File: src/rtl/csz_pkg.sv
package csz_pkg;
  localparam int NUM_CS    = 4;
  localparam int NUM_ZONES = 8;
  localparam int ADDR_W    = 28;
  localparam int IO_W      = 16;
  localparam int WAIT_W    = 3;
  localparam int IDX_W     = $clog2(NUM_CS);

  // Example zone table: base/mask pairs plus the request kind each zone serves.
  localparam logic [ADDR_W-1:0] ZONE_BASE [NUM_ZONES] = '{
    28'h0000060, 28'h0000300, 28'h00002E0, 28'h0008000,
    28'hFFF0000, 28'hE000000, 28'h00C0000, 28'h1000000
  };
  localparam logic [ADDR_W-1:0] ZONE_MASK [NUM_ZONES] = '{
    28'hFFFFFF0, 28'hFFFFF00, 28'hFFFFFF8, 28'hFFF8000,
    28'hFFF0000, 28'hFF00000, 28'hFFE0000, 28'hF000000
  };
  localparam logic ZONE_IS_IO [NUM_ZONES] = '{
    1'b1, 1'b1, 1'b1, 1'b1, 1'b0, 1'b0, 1'b0, 1'b0
  };

  typedef struct packed {
    logic [NUM_CS-1:0] cs;
    logic              claimed;
    logic [IDX_W-1:0]  idx;
    logic [ADDR_W-1:0] addr;
    logic [WAIT_W-1:0] wait_cnt;
    logic              var_wait;
  } csz_result_t;
endpackage

File: src/rtl/csz_zone_match.sv
module csz_zone_match
  import csz_pkg::*;
(
  input  logic [ADDR_W-1:0]    addr,
  input  logic                 is_io,
  output logic [NUM_ZONES-1:0] zone_hit
);
  for (genvar k = 0; k < NUM_ZONES; k++) begin : g_zone
    assign zone_hit[k] = (ZONE_IS_IO[k] == is_io) &&
                         ((addr & ZONE_MASK[k]) == ZONE_BASE[k]);
  end
endmodule

File: src/rtl/csz_cs_arbiter.sv
module csz_cs_arbiter
  import csz_pkg::*;
(
  input  logic                        clk,
  input  logic                        rst_n,
  input  logic [NUM_ZONES-1:0]        zone_hit,
  input  logic                        mgmt,
  input  logic [NUM_CS*NUM_ZONES-1:0] cfg_zone_map,
  input  logic [NUM_CS*WAIT_W-1:0]    cfg_wait_cnt,
  input  logic [NUM_CS-1:0]           cfg_var_wait,
  output logic [NUM_CS-1:0]           grant,
  output logic                        claimed,
  output logic [IDX_W-1:0]            idx,
  output logic [WAIT_W-1:0]           wait_cnt,
  output logic                        var_wait
);
  logic [NUM_CS-1:0] claim;

  for (genvar n = 0; n < NUM_CS; n++) begin : g_claim
    assign claim[n] = |(cfg_zone_map[n*NUM_ZONES +: NUM_ZONES] & zone_hit);
  end

  always_comb begin
    grant    = '0;
    idx      = '0;
    wait_cnt = '0;
    var_wait = 1'b0;
    if (mgmt) begin
      grant[NUM_CS-1] = 1'b1;
      idx             = IDX_W'(NUM_CS-1);
    end else begin
      for (int n = NUM_CS-1; n >= 0; n--) begin
        if (claim[n]) begin
          grant    = '0;
          grant[n] = 1'b1;
          idx      = IDX_W'(n);
        end
      end
    end
    if (|grant) begin
      wait_cnt = cfg_wait_cnt[idx*WAIT_W +: WAIT_W];
      var_wait = cfg_var_wait[idx];
    end
  end

  assign claimed = mgmt || (|claim);


  priority_chk: assert property (@(posedge clk) disable iff (!rst_n)
    (!mgmt && grant != '0) |-> ((claim & (grant - NUM_CS'(1))) == '0));
endmodule

File: src/rtl/csz_out_stage.sv
module csz_out_stage
  import csz_pkg::*;
(
  input  logic        clk,
  input  logic        rst_n,
  input  logic        in_valid,
  output logic        in_ready,
  input  csz_result_t in_res,
  output logic        out_valid,
  input  logic        out_ready,
  output csz_result_t out_res
);
  assign in_ready = !out_valid || out_ready;

  always_ff @(posedge clk) begin
    if (!rst_n) begin
      out_valid <= 1'b0;
      out_res   <= '0;
    end else if (in_ready) begin
      out_valid <= in_valid;
      if (in_valid) out_res <= in_res;
    end
  end


  stall_hold_chk: assert property (@(posedge clk) disable iff (!rst_n)
    (out_valid && !out_ready) |=> (out_valid && $stable(out_res)));

  onehot_chk: assert property (@(posedge clk) disable iff (!rst_n)
    out_valid |-> ($onehot0(out_res.cs) && (out_res.claimed == (out_res.cs != '0))));

  accept_chk: assert property (@(posedge clk) disable iff (!rst_n)
    (in_valid && in_ready) |=> out_valid);
endmodule

File: src/rtl/csz_decoder.sv
module csz_decoder
  import csz_pkg::*;
(
  input  logic                        clk,
  input  logic                        rst_n,
  input  logic                        in_valid,
  output logic                        in_ready,
  input  logic                        in_is_io,
  input  logic                        in_mgmt,
  input  logic [ADDR_W-1:0]           in_addr,
  input  logic [NUM_CS*NUM_ZONES-1:0] cfg_zone_map,
  input  logic [NUM_CS*WAIT_W-1:0]    cfg_wait_cnt,
  input  logic [NUM_CS-1:0]           cfg_var_wait,
  output logic                        out_valid,
  input  logic                        out_ready,
  output logic [NUM_CS-1:0]           out_cs,
  output logic                        out_claimed,
  output logic [IDX_W-1:0]            out_idx,
  output logic [ADDR_W-1:0]           out_addr,
  output logic [WAIT_W-1:0]           out_wait_cnt,
  output logic                        out_var_wait
);
  logic [ADDR_W-1:0]    formed_addr;
  logic [NUM_ZONES-1:0] zone_hit;
  csz_result_t          next_res;
  csz_result_t          held_res;

  assign formed_addr = (in_is_io && !in_mgmt) ?
                       {{(ADDR_W-IO_W){1'b0}}, in_addr[IO_W-1:0]} : in_addr;

  csz_zone_match u_match (
    .addr     (formed_addr),
    .is_io    (in_is_io),
    .zone_hit (zone_hit)
  );

  csz_cs_arbiter u_arb (
    .clk          (clk),
    .rst_n        (rst_n),
    .zone_hit     (zone_hit),
    .mgmt         (in_mgmt),
    .cfg_zone_map (cfg_zone_map),
    .cfg_wait_cnt (cfg_wait_cnt),
    .cfg_var_wait (cfg_var_wait),
    .grant        (next_res.cs),
    .claimed      (next_res.claimed),
    .idx          (next_res.idx),
    .wait_cnt     (next_res.wait_cnt),
    .var_wait     (next_res.var_wait)
  );

  assign next_res.addr = formed_addr;

  csz_out_stage u_out (
    .clk       (clk),
    .rst_n     (rst_n),
    .in_valid  (in_valid),
    .in_ready  (in_ready),
    .in_res    (next_res),
    .out_valid (out_valid),
    .out_ready (out_ready),
    .out_res   (held_res)
  );

  assign out_cs       = held_res.cs;
  assign out_claimed  = held_res.claimed;
  assign out_idx      = held_res.idx;
  assign out_addr     = held_res.addr;
  assign out_wait_cnt = held_res.wait_cnt;
  assign out_var_wait = held_res.var_wait;


  io_upper_zero_chk: assert property (@(posedge clk) disable iff (!rst_n)
    (in_valid && in_ready && in_is_io && !in_mgmt) |=> (out_addr[ADDR_W-1:IO_W] == '0));

  mgmt_cs3_chk: assert property (@(posedge clk) disable iff (!rst_n)
    (in_valid && in_ready && in_mgmt) |=> (out_cs == 4'b1000 && out_claimed));
endmodule

File: config.mk
export PLATFORM = sky130hd
export DESIGN_NAME = csz_decoder
export DESIGN_NICKNAME = d
export VERILOG_FILES = /design/src/rtl/csz_pkg.sv /design/src/rtl/csz_zone_match.sv /design/src/rtl/csz_cs_arbiter.sv /design/src/rtl/csz_out_stage.sv /design/src/rtl/csz_decoder.sv
export SDC_FILE = /design/constraint.sdc
export NUM_CORES = 1
export LEC_CHECK = 0
export BUFFER_PORTS_ARGS = -buffer_cell sky130_fd_sc_hd__buf_2
export CORE_ASPECT_RATIO = 1.1
export CORE_MARGIN = 2
export CORE_UTILIZATION = 46
export DETAILED_ROUTE_END_ITERATION = 10
export PLACE_DENSITY_LB_ADDON = 0.25
export SLEW_MARGIN = 0
export SYNTH_ARGS = -nofsm -noshare
export SYNTH_HDL_FRONTEND = slang
export SYNTH_HIERARCHICAL = 1
export SYNTH_SLANG_ARGS = --single-unit
export TNS_END_PERCENT = 30
File: constraint.sdc
create_clock -name clk -period 3.3 [get_ports clk]
set_input_delay 0.495 -clock clk [delete_from_list [all_inputs] [get_ports clk]]
set_output_delay 0.495 -clock clk [all_outputs]
set_load 0.01 [all_outputs]
# Word level (Yosys, flattened, before mapping)
# Cells that the tools add are included.
[classes]
n_div = 0
n_eq_ne = 8
n_mux = 16
mul = 1
n_reduce_logical = 20
shift = 1
order_cmp = 1
addsub = 0
bitwise_logic = 5
[op_table]
columns = ["op", "count"]
rows = [
  ["$and A8 B8 Y8", 4],
  ["$reduce_or A32 Y1", 1],
  ["$reduce_or A8 Y1", 4],
  ["$mux W28", 1],
  ["$eq A25 B7 Y1 const B", 1],
  ["$eq A24 B3 Y1 const B", 1],
  ["$eq A20 B2 Y1 const B", 1],
  ["$mux W4", 4],
  ["$eq A13 B1 Y1 const B", 1],
  ["$eq A12 B12 Y1 const B", 1],
  ["$shiftx A12 B5 Y3", 1],
  ["$eq A11 B3 Y1 const B", 1],
  ["$mux W2", 5],
  ["$logic_and A1 B1 Y1", 9],
  ["$eq A8 B8 Y1 const B", 1],
  ["$mux W3", 2],
  ["$eq A4 B1 Y1 const B", 1],
  ["$mul A2 B2 Y4 const B", 1],
  ["$reduce_or A4 Y1", 1],
  ["$lt A2 B3 Y1 const B", 1],
  ["$mux W1", 3],
  ["$bmux W1 S2", 1],
  ["$logic_not A1 Y1", 2],
  ["$logic_or A1 B1 Y1", 2],
  ["other kinds (2)", 2],
]
[totals]
word_cells = 59
memories = 0
ram_bits = 0
romBits = 0
regBits = 40
input_bits = 82
latchBits = 0

# Longest topological paths before layout
# Gate-level depths: netlist of the first run.
[logic_depth]
depth_word = 15
mapped_depth = 16

# By module
# Netlist of the first run, hierarchy kept.
[modules_own_cells]
columns = ["module", "cells_per_inst", "n_inst", "area_per_inst_um2", "seq_area_each_um2"]
rows = [
  ["csz_out_stage", 175, 1, 1597.8, 800.8],
  ["csz_cs_arbiter", 70, 1, 459.2, 0.0],
  ["csz_zone_match", 29, 1, 192.7, 0.0],
  ["csz_decoder", 14, 1, 127.6, 0.0],
]

# Least setup slack after synthesis of the first run
# No wires, ideal clock.
[synth_timing]
kind = "input to register"
start = "in in_mgmt"
end = "reg u_out/out_res[1] (netlist name)"
path_stages = 16
arrival_time_ps = 2976
t_required_ps = 3174
slack_ps = 197
setup_time_ps = 126
cell_sequence = "nand2b_4 -> buf_6 -> and2_4 -> nor4b_4 -> nand4_2 -> nor4_1 -> a22oi_2 -> and4_1 -> buf_6 -> and2_4 -> buf_6 -> o21ai_1 -> and4_1 -> o22ai_1 -> nand2_1 -> mux2i_1"
[synth_rtl]
columns = ["element", "line_no", "source"]
rows = [
  ["start, declared", "csz_decoder.sv:9", "input logic in_mgmt,"],
  ["end signal, assigned", "csz_out_stage.sv:21", "if (in_valid) out_res <= in_res;"],
  ["end, declared", "csz_out_stage.sv:11", "output csz_result_t out_res"],
]

==> results of run 1 <==
cells in the mapped netlist (all sizes together):
| library cell | instances |
|---|---|
| inv | 4 |
| nand2 | 89 |
| mux2i | 39 |
| nor4b | 1 |
| nand4b | 1 |
| and2 | 15 |
| a21boi | 1 |
| clkbuf | 8 |
| nor4 | 7 |
| nand3 | 9 |
| nand4 | 7 |
| nor3 | 4 |
| buf | 10 |
| nor2 | 10 |
| and4 | 6 |
| or2 | 1 |
| dfxtp | 40 |
| or4 | 1 |
| o22ai | 4 |
| a22oi | 20 |
| o21bai | 1 |
| nand2b | 3 |
| o21ai | 5 |
| nor4bb | 1 |
| nor2b | 1 |
metrics by stage:
step                area (sq um)  setup TNS [ns]  instances  setup WS (ns)  total power [mW]
global placement            3030               0        461         0.0638             0.772
detailed placement          3030         -0.0595        461        -0.0405             0.776
finish                      3150               0        469          0.234              1.19
global route                3150               0        469         0.0425              1.25
floorplan                   2380               0        288          0.197             0.676
CTS                         3150               0        469          0.264              1.20
where the power goes:
group	total (mW)	leakage [nW]	internal [mW]	switching, mW
registers	0.524	0.328	0.511	0.0136
logic	0.240	1.14	0.115	0.125
clock network	0.427	0.0614	0.247	0.180
routing by layer:
| layer | global-route usage (%) | vias up | routed length [um] |
|---|---|---|---|
| met5 | 0 | - | 0 |
| met4 | 6.67 | 0 | 80 |
| met3 | 7.70 | 6 | 603 |
| met2 | 39.8 | 87 | 3340 |
| met1 | 28.6 | 1113 | 2730 |
| li1 | - | 1246 | - |
sequential cells by signal, indices dropped and copies added, names as in the netlist:
register         cells
u_out/out_valid      1
u_out/out_res       39
cells by family (layout without fill, tap and decap cells):
group / after synthesis / count (layout)
buffers and inverters: 22 / 145
flip-flops: 40 / 40
AND/OR/NAND/NOR: 156 / 156
AO/OA/AOI/OAI: 31 / 31
multiplexers: 39 / 39
area by class of cell:
| type | count | area, sq um |
|---|---|---|
| clock buffer | 6 | 82.6 |
| clock inverter | 2 | 38.8 |
| fill | 494 | 1850 |
| inverter | 4 | 15.0 |
| multi-input combinational | 226 | 1440 |
| sequential | 40 | 801 |
| tap | 58 | 72.6 |
| timing repair buffer | 133 | 693 |
worst max path at each step:
stage / to / start / cells past startpoint
global placement: u_out/out_res[3] / in_mgmt / 15
CTS: u_out/out_res[0] / in_mgmt / 15
detailed placement: u_out/out_res[0] / in_mgmt / 15
finish: u_out/out_res[0] / in_mgmt / 15
global route: u_out/out_res[0] / in_mgmt / 15
floorplan: u_out/out_res[1] / in_mgmt / 16
tightest hold or removal path: cells and delay by family:
| family | cells | cell delay (ns) |
|---|---|---|
| AND/OR/NAND/NOR | 1 | 0.05 |
| multiplexers | 1 | 0.06 |
| buffers and inverters | 1 | 0.09 |
==> run metrics, run 1 <==
CP startpoint kind input port; max-cap viol count 0; total CTS buffers 5; FF+latch count, synth 40; first-pass GRT wire length 10,600 um; most common cell after layout, fill and taps aside buf_2; Mean Syn Cell Area 8.25 sq um; Total GRT Usage 23.6%; mux contribution to synthesized area 16.4%; Clk pin slew, worst setup/hold paths 0.08 ns; initial antenna violation count 0; Layout area overhead 32.4%; top cells by area, synth dfxtp_1 34%, mux2i_1 16%, nand2_1 14%; final setup fails 0; Hold Startpoint in_addr[1]; Routed WL per cell 14.4 um; core area 5000 sq um; IO Port Bufs 122; RSZ-0062 raised after global routing false; post-synthesis net count 370; Initial Util 47.5%; CTS Sinks 40; CP bufs+invs 2; vias per cell 5.23; status finished, final reports clean; die area 5760 sq um; critical path required time 3.52 ns; CP top delay family simple AND/OR/NAND/NOR gates; Synth top area share 33.7%; max-slew violations 0; Worst R2R End u_out/out_res[22]; root buf cell clkbuf_8; Leak Pwr 1.53 nW; Final Util 62.9%; Post-CTS Repair Setup Buffers 0; Power Density 379 nW/um^2; DIE HEIGHT 79.4 um; num rows 27; clk buf depth 2; HP Class in -> reg; Fin Hold WS 0.443 ns; largest family of logic cells by synthesized area simple AND/OR/NAND/NOR gates; Hold-fix buffers, CTS 0; Chip Width 72.5 um; Overflow after GRT 0; worst skew pair latency 0.29 ns; CTS resizes 0; Hold Path Depth 3; distinct cell type count after synthesis 32; post-synthesis instance area 2380 sq um; critical path capture point type register; post-synthesis adder-cell area fraction 0%; share of cells above drive strength 1 40.1%; most frequent cells in the layout 122 x buf_2, 89 x nand2_1, 40 x dfxtp_1, 39 x mux2i_1, 16 x a22oi_1; CTS tree done; Yosys warning total 6; worst clock skew 0.00455 ns; Synth Area in Compound Gates 9.89%; cell chain of the critical path buf_2 > nand2b_4 > and2_2 > nor4b_4 > nand4_2 > nor4_1 > buf_4 > a22oi_2 > and4_1 > nor2_1 > nand2_1 > and4_1 > o22ai_1 > nand2_1 > mux2i_1; DR iter-0 viols 144; Antenna Nets Post-Route 0; Final GP Congestion 0.856; setup slack, reg-to-reg 1.92 ns; critical path arrival 3.29 ns; f_max 0.326 GHz; DRC 0; Hold Crit Endpoint u_out/out_res[5]; vias in the first global route 2,263; crit share post-route 92.9%; slowest stage cell, crit path nor4_1; sequential-to-total area share from yosys stat 33.7%; top cell type by total area after synthesis dfxtp_1; reg2reg start u_out/out_valid; worst-margin pin slew 0.671 ns; IO Count 123; CP peak stage delay 0.38 ns; total via count in the routed design 2,452; First-pass DRT Iterations 7; H-tree levels 2; clock period minus worst slack 3.07 ns; Inserted Diodes 0; worst vdd rail ir drop 0.271 mV; Fin. Hold Viols 0; Worst R2R Path Depth 3; largest net degree at the start of global routing 41; Slew Limit Headroom 55.3%; xor/xnor share of the synthesized area 0%; Detailed Place HPWL 5330 um; Gate Count Post-Synth 288; drt total wl 6750 um; CP Class in -> reg; Final nets 492; Crit Path Max Fanout 12; simple-gate share of the synthesized area 34.4%
Power figures use the tool's default switching activity.
==> inputs of run 2 (changes only) <==
- CORE_MARGIN: 2 -> unset
- CTS_CLUSTER_SIZE: unset -> 10
==> run 2 against run 1 <==
- the run now ends with DRC left
- flip-flop and latch count is the same
- register-to-register slack is essentially flat
- total power is essentially flat
- utilization grew 0.10 points
- hold slack lost 0.0070 ns
- first-iteration DRC count grew 22%
- setup slack gained 0.023 ns
- critical endpoint is now u_out/out_res[2]
- critical path type unchanged
- die area shrank 5.2%
- highest routed layer unchanged
==> run metrics, run 2 (synthesized netlist as in run 1, its figures left out) <==
core area 5000 sq um (unchanged); clock period minus worst slack 3.04 ns (was 3.07 ns); die area 5460 sq um (was 5760 sq um); Power Density 378 nW/um^2 (was 379 nW/um^2); GR met1 Demand/Resource 31.4% (was 28.6%); Overflow after GRT 0 (unchanged); Final GP Congestion 0.876 (was 0.856); crit share post-route 92.2% (was 92.9%); Slew Limit Headroom 53.6% (was 55.3%); final setup margin 0.257 ns (was 0.234 ns); most common cell after layout, fill and taps aside buf_2 (unchanged); Chip Width 70.5 um (was 72.5 um); CP peak stage delay 0.36 ns (was 0.38 ns); Leak Pwr 1.53 nW (about the same); Power, Total 1.19 mW (about the same); Layout area overhead 32.6% (was 32.4%); critical path required time 3.52 ns (about the same); Crit Path Max Fanout 12 (unchanged); Fin Hold WS 0.436 ns (was 0.443 ns); CTS tree done (unchanged); GR Util met2 43.8% (was 39.8%); Antenna Nets Post-Route 0 (unchanged); status finished with violations (was finished, final reports clean); worst skew pair latency 0.29 ns (about the same); Final Util 63.0% (was 62.9%); IO Count 123 (unchanged); setup slack, reg-to-reg 1.91 ns (was 1.92 ns); pre-CTS WS -0.0338 ns (was -0.0405 ns); CP startpoint kind input port (unchanged); Fin. Hold Viols 0 (unchanged); vias in the first global route 2,340 (was 2,263); max reg flops 39 (unchanged); reg2reg start u_out/out_valid (unchanged); Routed WL per cell 14.2 um (was 14.4 um); worst clock skew 0.00428 ns (was 0.00455 ns); Total GRT Usage 25.0% (was 23.6%); Inserted Diodes 0 (unchanged); largest net degree at the start of global routing 59 (was 41); drt total wl 6640 um (was 6750 um); num rows 27 (unchanged); root buf cell clkbuf_8 (unchanged); Clk network pwr share 35.7% (was 35.9%); Biggest register u_out/out_res (unchanged); cell chain of the critical path buf_2 > nand2b_4 > and2_2 > nor4b_4 > nand4_2 > nor4_2 > buf_4 > a22oi_2 > and4_1 > nor2_1 > nand2_1 > and4_1 > o22ai_1 > nand2_1 > mux2i_1 (was buf_2 > nand2b_4 > and2_2 > nor4b_4 > nand4_2 > nor4_1 > buf_4 > a22oi_2 > and4_1 > nor2_1 > nand2_1 > and4_1 > o22ai_1 > nand2_1 > mux2i_1); Sequential Power Share 44.1% (was 44.0%); CP Class in -> reg (unchanged); max-cap viol count 0 (unchanged); HP Class in -> reg (unchanged); worst-margin pin slew 0.696 ns (was 0.671 ns); first-pass GRT wire length 11,000 um (was 10,600 um); initial antenna violation count 0 (unchanged); critical path arrival 3.26 ns (was 3.29 ns); final setup fails 0 (unchanged); Internal Power 0.873 mW (about the same); clk buf depth 2 (unchanged); H-tree levels 2 (unchanged); Setup crit start in_mgmt (unchanged); share of cells above drive strength 1 40.4% (was 40.1%); most frequent cells in the layout 122 x buf_2, 89 x nand2_1, 40 x dfxtp_1, 39 x mux2i_1, 16 x a22oi_1 (unchanged); DRC 14 (was 0); total via count in the routed design 2,457 (was 2,452); Initial Util 47.5% (unchanged); M3 GR Usage 4.94% (was 7.70%); grt peak-use layer met2 (unchanged); Clk pin slew, worst setup/hold paths 0.08 ns (about the same); failing checks DRC; Final nets 492 (unchanged); RSZ-0062 raised after global routing false (unchanged); f_max 0.329 GHz (was 0.326 GHz); Detailed Place HPWL 5080 um (was 5330 um); DIE HEIGHT 77.4 um (was 79.4 um); Combinational Power Share 20.2% (was 20.1%); CTS Sinks 40 (unchanged); worst vdd rail ir drop 0.213 mV (was 0.271 mV); critical path capture point type register (unchanged); DR iter-0 viols 176 (was 144); Net Sw Frac 26.7% (about the same); total CTS buffers 5 (unchanged); Hold Startpoint in_addr[2] (was in_addr[1]); slowest stage cell, crit path nor4b_4 (was nor4_1); final setup TNS 0 ns (unchanged); Sw Pwr 0.318 mW (about the same); First-pass DRT Iterations 7 (unchanged); vias per cell 5.24 (was 5.23); max-slew violations 0 (unchanged); Largest regs u_out/out_res (39), u_out/out_valid (1) (unchanged); IO Port Bufs 122 (unchanged)
## run 2: cell counts in the layout (fill, tap and decap cells not counted)
Identical to the previous run, type by type.
## run 2: worst max-delay path, delay by kind of cell
kind	cells	cell delay, ns
muxes	1	0.15
buffers and inverters	2	0.28
and+or+nand+nor	10	2.14
AOI/OAI and AO/OA	2	0.19
## run 2: through the flow
step / cells / cell area [sq um]
after floorplan: 288 / 2380
after global placement: 461 / 3030
after detailed placement: 461 / 3030
after CTS: 469 / 3150
after global routing: 469 / 3150
final: 469 / 3150
## run 2: power groups by stage
stage	sequential (mW)	combinational, mW	clock, mW
floorplan	0.550	0.127	0
global placement	0.535	0.238	0
detailed placement	0.536	0.240	0
CTS	0.525	0.241	0.436
global route	0.528	0.264	0.451
finish	0.525	0.241	0.425
## run 2: routing by layer
layer,wire length [um],part of all wire (%),vias up
li1,-,-,1252
met2,3220,48,86
met4,74,1.1,0
met1,2940,44,1111
met3,409,6.2,8
met5,0,0,-
## run 2: final timing paths
path | endpoint | depth (start not counted)
worst max register to register | u_out/out_res[20] | 3
worst max-delay path | u_out/out_res[2] | 15
worst min-delay path | u_out/out_res[6] | 3
worst min register to register | u_out/out_res[6] | 2
## run 2: what timing repair did
action | CTS | global route
setup endpoints to repair | 0 | 3
gates resized for setup | 0 | 1
setup buffers | 0 | 0
hold buffers | 0 | 0
## run 2: layout make-up
cell class | instances | area (sq um)
Fill cell | 472 | 1850
Multi-Input combinational cell | 226 | 1450
Sequential cell | 40 | 801
Timing Repair Buffer | 133 | 693
Clock buffer | 6 | 82.6
Tap cell | 58 | 72.6
Clock inverter | 2 | 38.8
Inverter | 4 | 15.0
==> inputs of run 3 (changes only) <==
- SYNTH_HIERARCHICAL: 1 -> unset
==> run 3 against run 2 <==
- the flow still finishes with violations (DRC)
- flip-flop and latch count unchanged
- fmax up 11%
- largest power group unchanged
- combinational power down 5%
==> run metrics, run 3 <==
status finished with violations (unchanged); failing checks DRC (unchanged); Leak Pwr 1.38 nW (was 1.53 nW); Initial Util 48.1% (was 47.5%); final setup TNS 0 ns (unchanged); Biggest register u_out.out_res (was u_out/out_res); FF+latch count, synth 40 (unchanged); top cell type by total area after synthesis dfxtp_1 (unchanged); critical path capture point type register (unchanged); reg2reg start u_out.out_valid (was u_out/out_valid); Hold Crit Endpoint u_out.out_res[4] (was u_out/out_res[6]); worst vdd rail ir drop 0.263 mV (was 0.213 mV); critical path arrival 2.92 ns (was 3.26 ns); total via count in the routed design 2,650 (was 2,457); Synth top cells by count 55 x nand2_1, 40 x dfxtp_1, 32 x nand3_1 (was 89 x nand2_1, 40 x dfxtp_1, 39 x mux2i_1); num rows 27 (unchanged); Clk pin slew, worst setup/hold paths 0.09 ns (was 0.08 ns); share of cells above drive strength 1 38.1% (was 40.4%); Clk network pwr share 35.8% (was 35.7%); root buf cell clkbuf_8 (unchanged); sequential-to-total area share from yosys stat 32.9% (was 33.7%); max reg flops 39 (unchanged); Detailed Place HPWL 5530 um (was 5080 um); Combinational Power Share 19.6% (was 20.2%); Antenna Nets Post-Route 0 (unchanged); total CTS buffers 5 (unchanged); distinct cell type count after synthesis 54 (was 32); Hold Startpoint in_addr[0] (was in_addr[2]); CTS Sinks 40 (unchanged); max-slew violations 0 (unchanged); Layout area overhead 30.1% (was 32.6%); first-pass GRT wire length 11,300 um (was 11,000 um); Sequential Power Share 44.6% (was 44.1%); largest family of logic cells by synthesized area simple AND/OR/NAND/NOR gates (unchanged); Synth Area in Compound Gates 28.3% (was 9.89%); Worst R2R Path Depth 7 (was 3); worst-margin pin slew 0.689 ns (was 0.696 ns); simple-gate share of the synthesized area 34.2% (was 34.4%); First-pass DRT Iterations 10 (was 7); crit share post-route 82.9% (was 92.2%); count leader, synth nand2_1 (unchanged); CTS resizes 0 (unchanged); setup slack, reg-to-reg 1.60 ns (was 1.91 ns); HP Class in -> reg (unchanged); Final GP Congestion 0.849 (was 0.876); worst skew pair latency 0.30 ns (was 0.29 ns); top cells by area, synth dfxtp_1 33%, a21boi_0 9.2%, nand2_1 8.5% (was dfxtp_1 34%, mux2i_1 16%, nand2_1 14%); vias in the first global route 2,457 (was 2,340); Worst R2R End u_out.out_res[2] (was u_out/out_res[20]); core area 5070 sq um (was 5000 sq um); DR iter-0 viols 74 (was 176); Post-CTS Repair Setup Buffers 0 (unchanged); critical path required time 3.49 ns (was 3.52 ns); Chip Width 71.4 um (was 70.5 um); CP Class in -> reg (unchanged); Sw Pwr 0.329 mW (was 0.318 mW); Routed WL per cell 15.3 um (was 14.2 um); Hold-fix buffers, CTS 0 (unchanged); worst clock skew 0.00692 ns (was 0.00428 ns); max-cap viol count 0 (unchanged); xor/xnor share of the synthesized area 0% (unchanged); ys flop type dfxtp_1 (unchanged); final setup fails 0 (unchanged); CP startpoint kind input port (unchanged); most frequent cells in the layout 122 x buf_2, 55 x nand2_1, 40 x dfxtp_1, 32 x nand3_1, 30 x a21boi_0 (was 122 x buf_2, 89 x nand2_1, 40 x dfxtp_1, 39 x mux2i_1, 16 x a22oi_1); cell chain of the critical path buf_2 > or4_4 > nand4bb_4 > or3_1 > a21oi_2 > a211oi_1 > o21ai_0 > a21oi_1 > o31a_1 (was buf_2 > nand2b_4 > and2_2 > nor4b_4 > nand4_2 > nor4_2 > buf_4 > a22oi_2 > and4_1 > nor2_1 > nand2_1 > and4_1 > o22ai_1 > nand2_1 > mux2i_1); vias per cell 5.64 (was 5.24); CTS tree done (unchanged); Fin Hold WS 0.435 ns (was 0.436 ns); f_max 0.365 GHz (was 0.329 GHz); Gate Count Post-Synth 297 (was 288); most common cell after layout, fill and taps aside buf_2 (unchanged); asr flop ratio synth 0% (unchanged); Filler Cells Inserted 478 (was 472); Crit Path Max Fanout 5 (was 12); slowest stage cell, crit path or4_4 (was nor4b_4); Fin. Hold Viols 0 (unchanged); largest net degree at the start of global routing 41 (was 59); Internal Power 0.836 mW (was 0.873 mW); Final nets 493 (was 492); die area 5590 sq um (was 5460 sq um); post-synthesis net count 379 (was 370); DIE HEIGHT 78.3 um (was 77.4 um); post-synthesis instance area 2440 sq um (was 2380 sq um); IO Port Bufs 122 (unchanged); Slew Limit Headroom 53.7% (was 53.6%); Mean Syn Cell Area 8.21 sq um (was 8.25 sq um); Total GRT Usage 25.8% (was 25.0%); H-tree levels 2 (unchanged); Overflow after GRT 0 (unchanged); Yosys warning total 0 (was 6); initial antenna violation count 0 (unchanged); CP top delay family simple AND/OR/NAND/NOR gates (unchanged); CP bufs+invs 1 (was 2); CP peak stage delay 0.56 ns (was 0.36 ns); IO Count 123 (unchanged); clock period minus worst slack 2.74 ns (was 3.04 ns); Largest regs u_out.out_res (39), u_out.out_valid (1) (was u_out/out_res (39), u_out/out_valid (1)); clk buf depth 2 (unchanged); DRC 11 (was 14); drt total wl 7180 um (was 6640 um); Hold Path Depth 3 (unchanged); Inserted Diodes 0 (unchanged); Net Sw Frac 28.3% (was 26.7%); RSZ-0062 raised after global routing false (unchanged); mux contribution to synthesized area 0% (was 16.4%); Power Density 367 nW/um^2 (was 378 nW/um^2); Final Util 62.6% (was 63.0%); Synth top area share 32.9% (was 33.7%); post-synthesis adder-cell area fraction 0% (unchanged); Post-synth EDFFs 0 (unchanged)
[run 3: cell count changes in the layout (fill, tap and decap cells not counted), moves of 6 or more]
cell / change
a22oi_1: -14
mux2i_1: -39
a21oi_1: +14
o21ai_0: +8
a21boi_0: +29
and4_1: -6
buf_4: -7
nand2_1: -34
and2_4: -12
nand3_1: +23
[run 3: routing by layer]
| metal | vias to the layer above | global-route usage (%) | wire length [um] |
|---|---|---|---|
| li1 | 1324 | - | - |
| met1 | 1215 | 29.8 | 3020 |
| met2 | 99 | 47.6 | 3600 |
| met3 | 12 | 4.75 | 434 |
| met4 | 0 | 8.20 | 123 |
| met5 | - | 0 | 0 |
[run 3: power groups by stage]
| stage | clock (mW) | combinational [mW] | sequential, mW |
|---|---|---|---|
| global route | 0.441 | 0.252 | 0.523 |
| floorplan | 0 | 0.105 | 0.545 |
| global placement | 0 | 0.226 | 0.531 |
| finish | 0.417 | 0.228 | 0.520 |
| CTS | 0.428 | 0.229 | 0.521 |
| detailed placement | 0 | 0.227 | 0.532 |
[run 3: kinds of logic after synthesis]
| group | count (synthesis) |
|---|---|
| buffers and inverters | 24 |
| flip-flops | 40 |
| AND/OR/NAND/NOR | 148 |
| AO/OA/AOI/OAI | 85 |
[run 3: how the worst max path moves through the flow]
| stage | startpoint | endpoint | slack (ns) | cells past startpoint |
|---|---|---|---|---|
| after floorplan | in_addr[12] | u_out.out_res[0] | 0.59 | 8 |
| after global placement | in_addr[12] | u_out.out_res[1] | 0.31 | 9 |
| after detailed placement | in_addr[12] | u_out.out_res[3] | 0.28 | 9 |
| after CTS | in_addr[12] | u_out.out_res[2] | 0.58 | 9 |
| after global routing | in_mgmt | u_out.out_res[2] | 0.36 | 8 |
| final | in_addr[12] | u_out.out_res[2] | 0.56 | 9 |
[run 3: worst min-delay path: stages]
cell and delay (ns):
buf_2 0.10, nand2_1 0.04, a21boi_0 0.06
[run 3: layout make-up]
cell class / instances / area, sq um / area share [%]
timing repair buffer: 126 / 641 / 20.2
tap: 58 / 72.6 / 2.29
sequential: 40 / 801 / 25.2
multi-input combinational: 233 / 1520 / 48.0
clock buffer: 5 / 68.8 / 2.17
inverter: 5 / 18.8 / 0.592
clock inverter: 3 / 46.3 / 1.46
[run 3: metrics by stage]
stage / setup slack [ns] / total power, mW / std cells / cell area (sq um)
floorplan: 0.588 / 0.650 / 297 / 2440
finish: 0.563 / 1.17 / 470 / 3170
global placement: 0.312 / 0.757 / 462 / 3060
global route: 0.355 / 1.22 / 470 / 3170
CTS: 0.579 / 1.18 / 470 / 3170
detailed placement: 0.282 / 0.759 / 462 / 3060
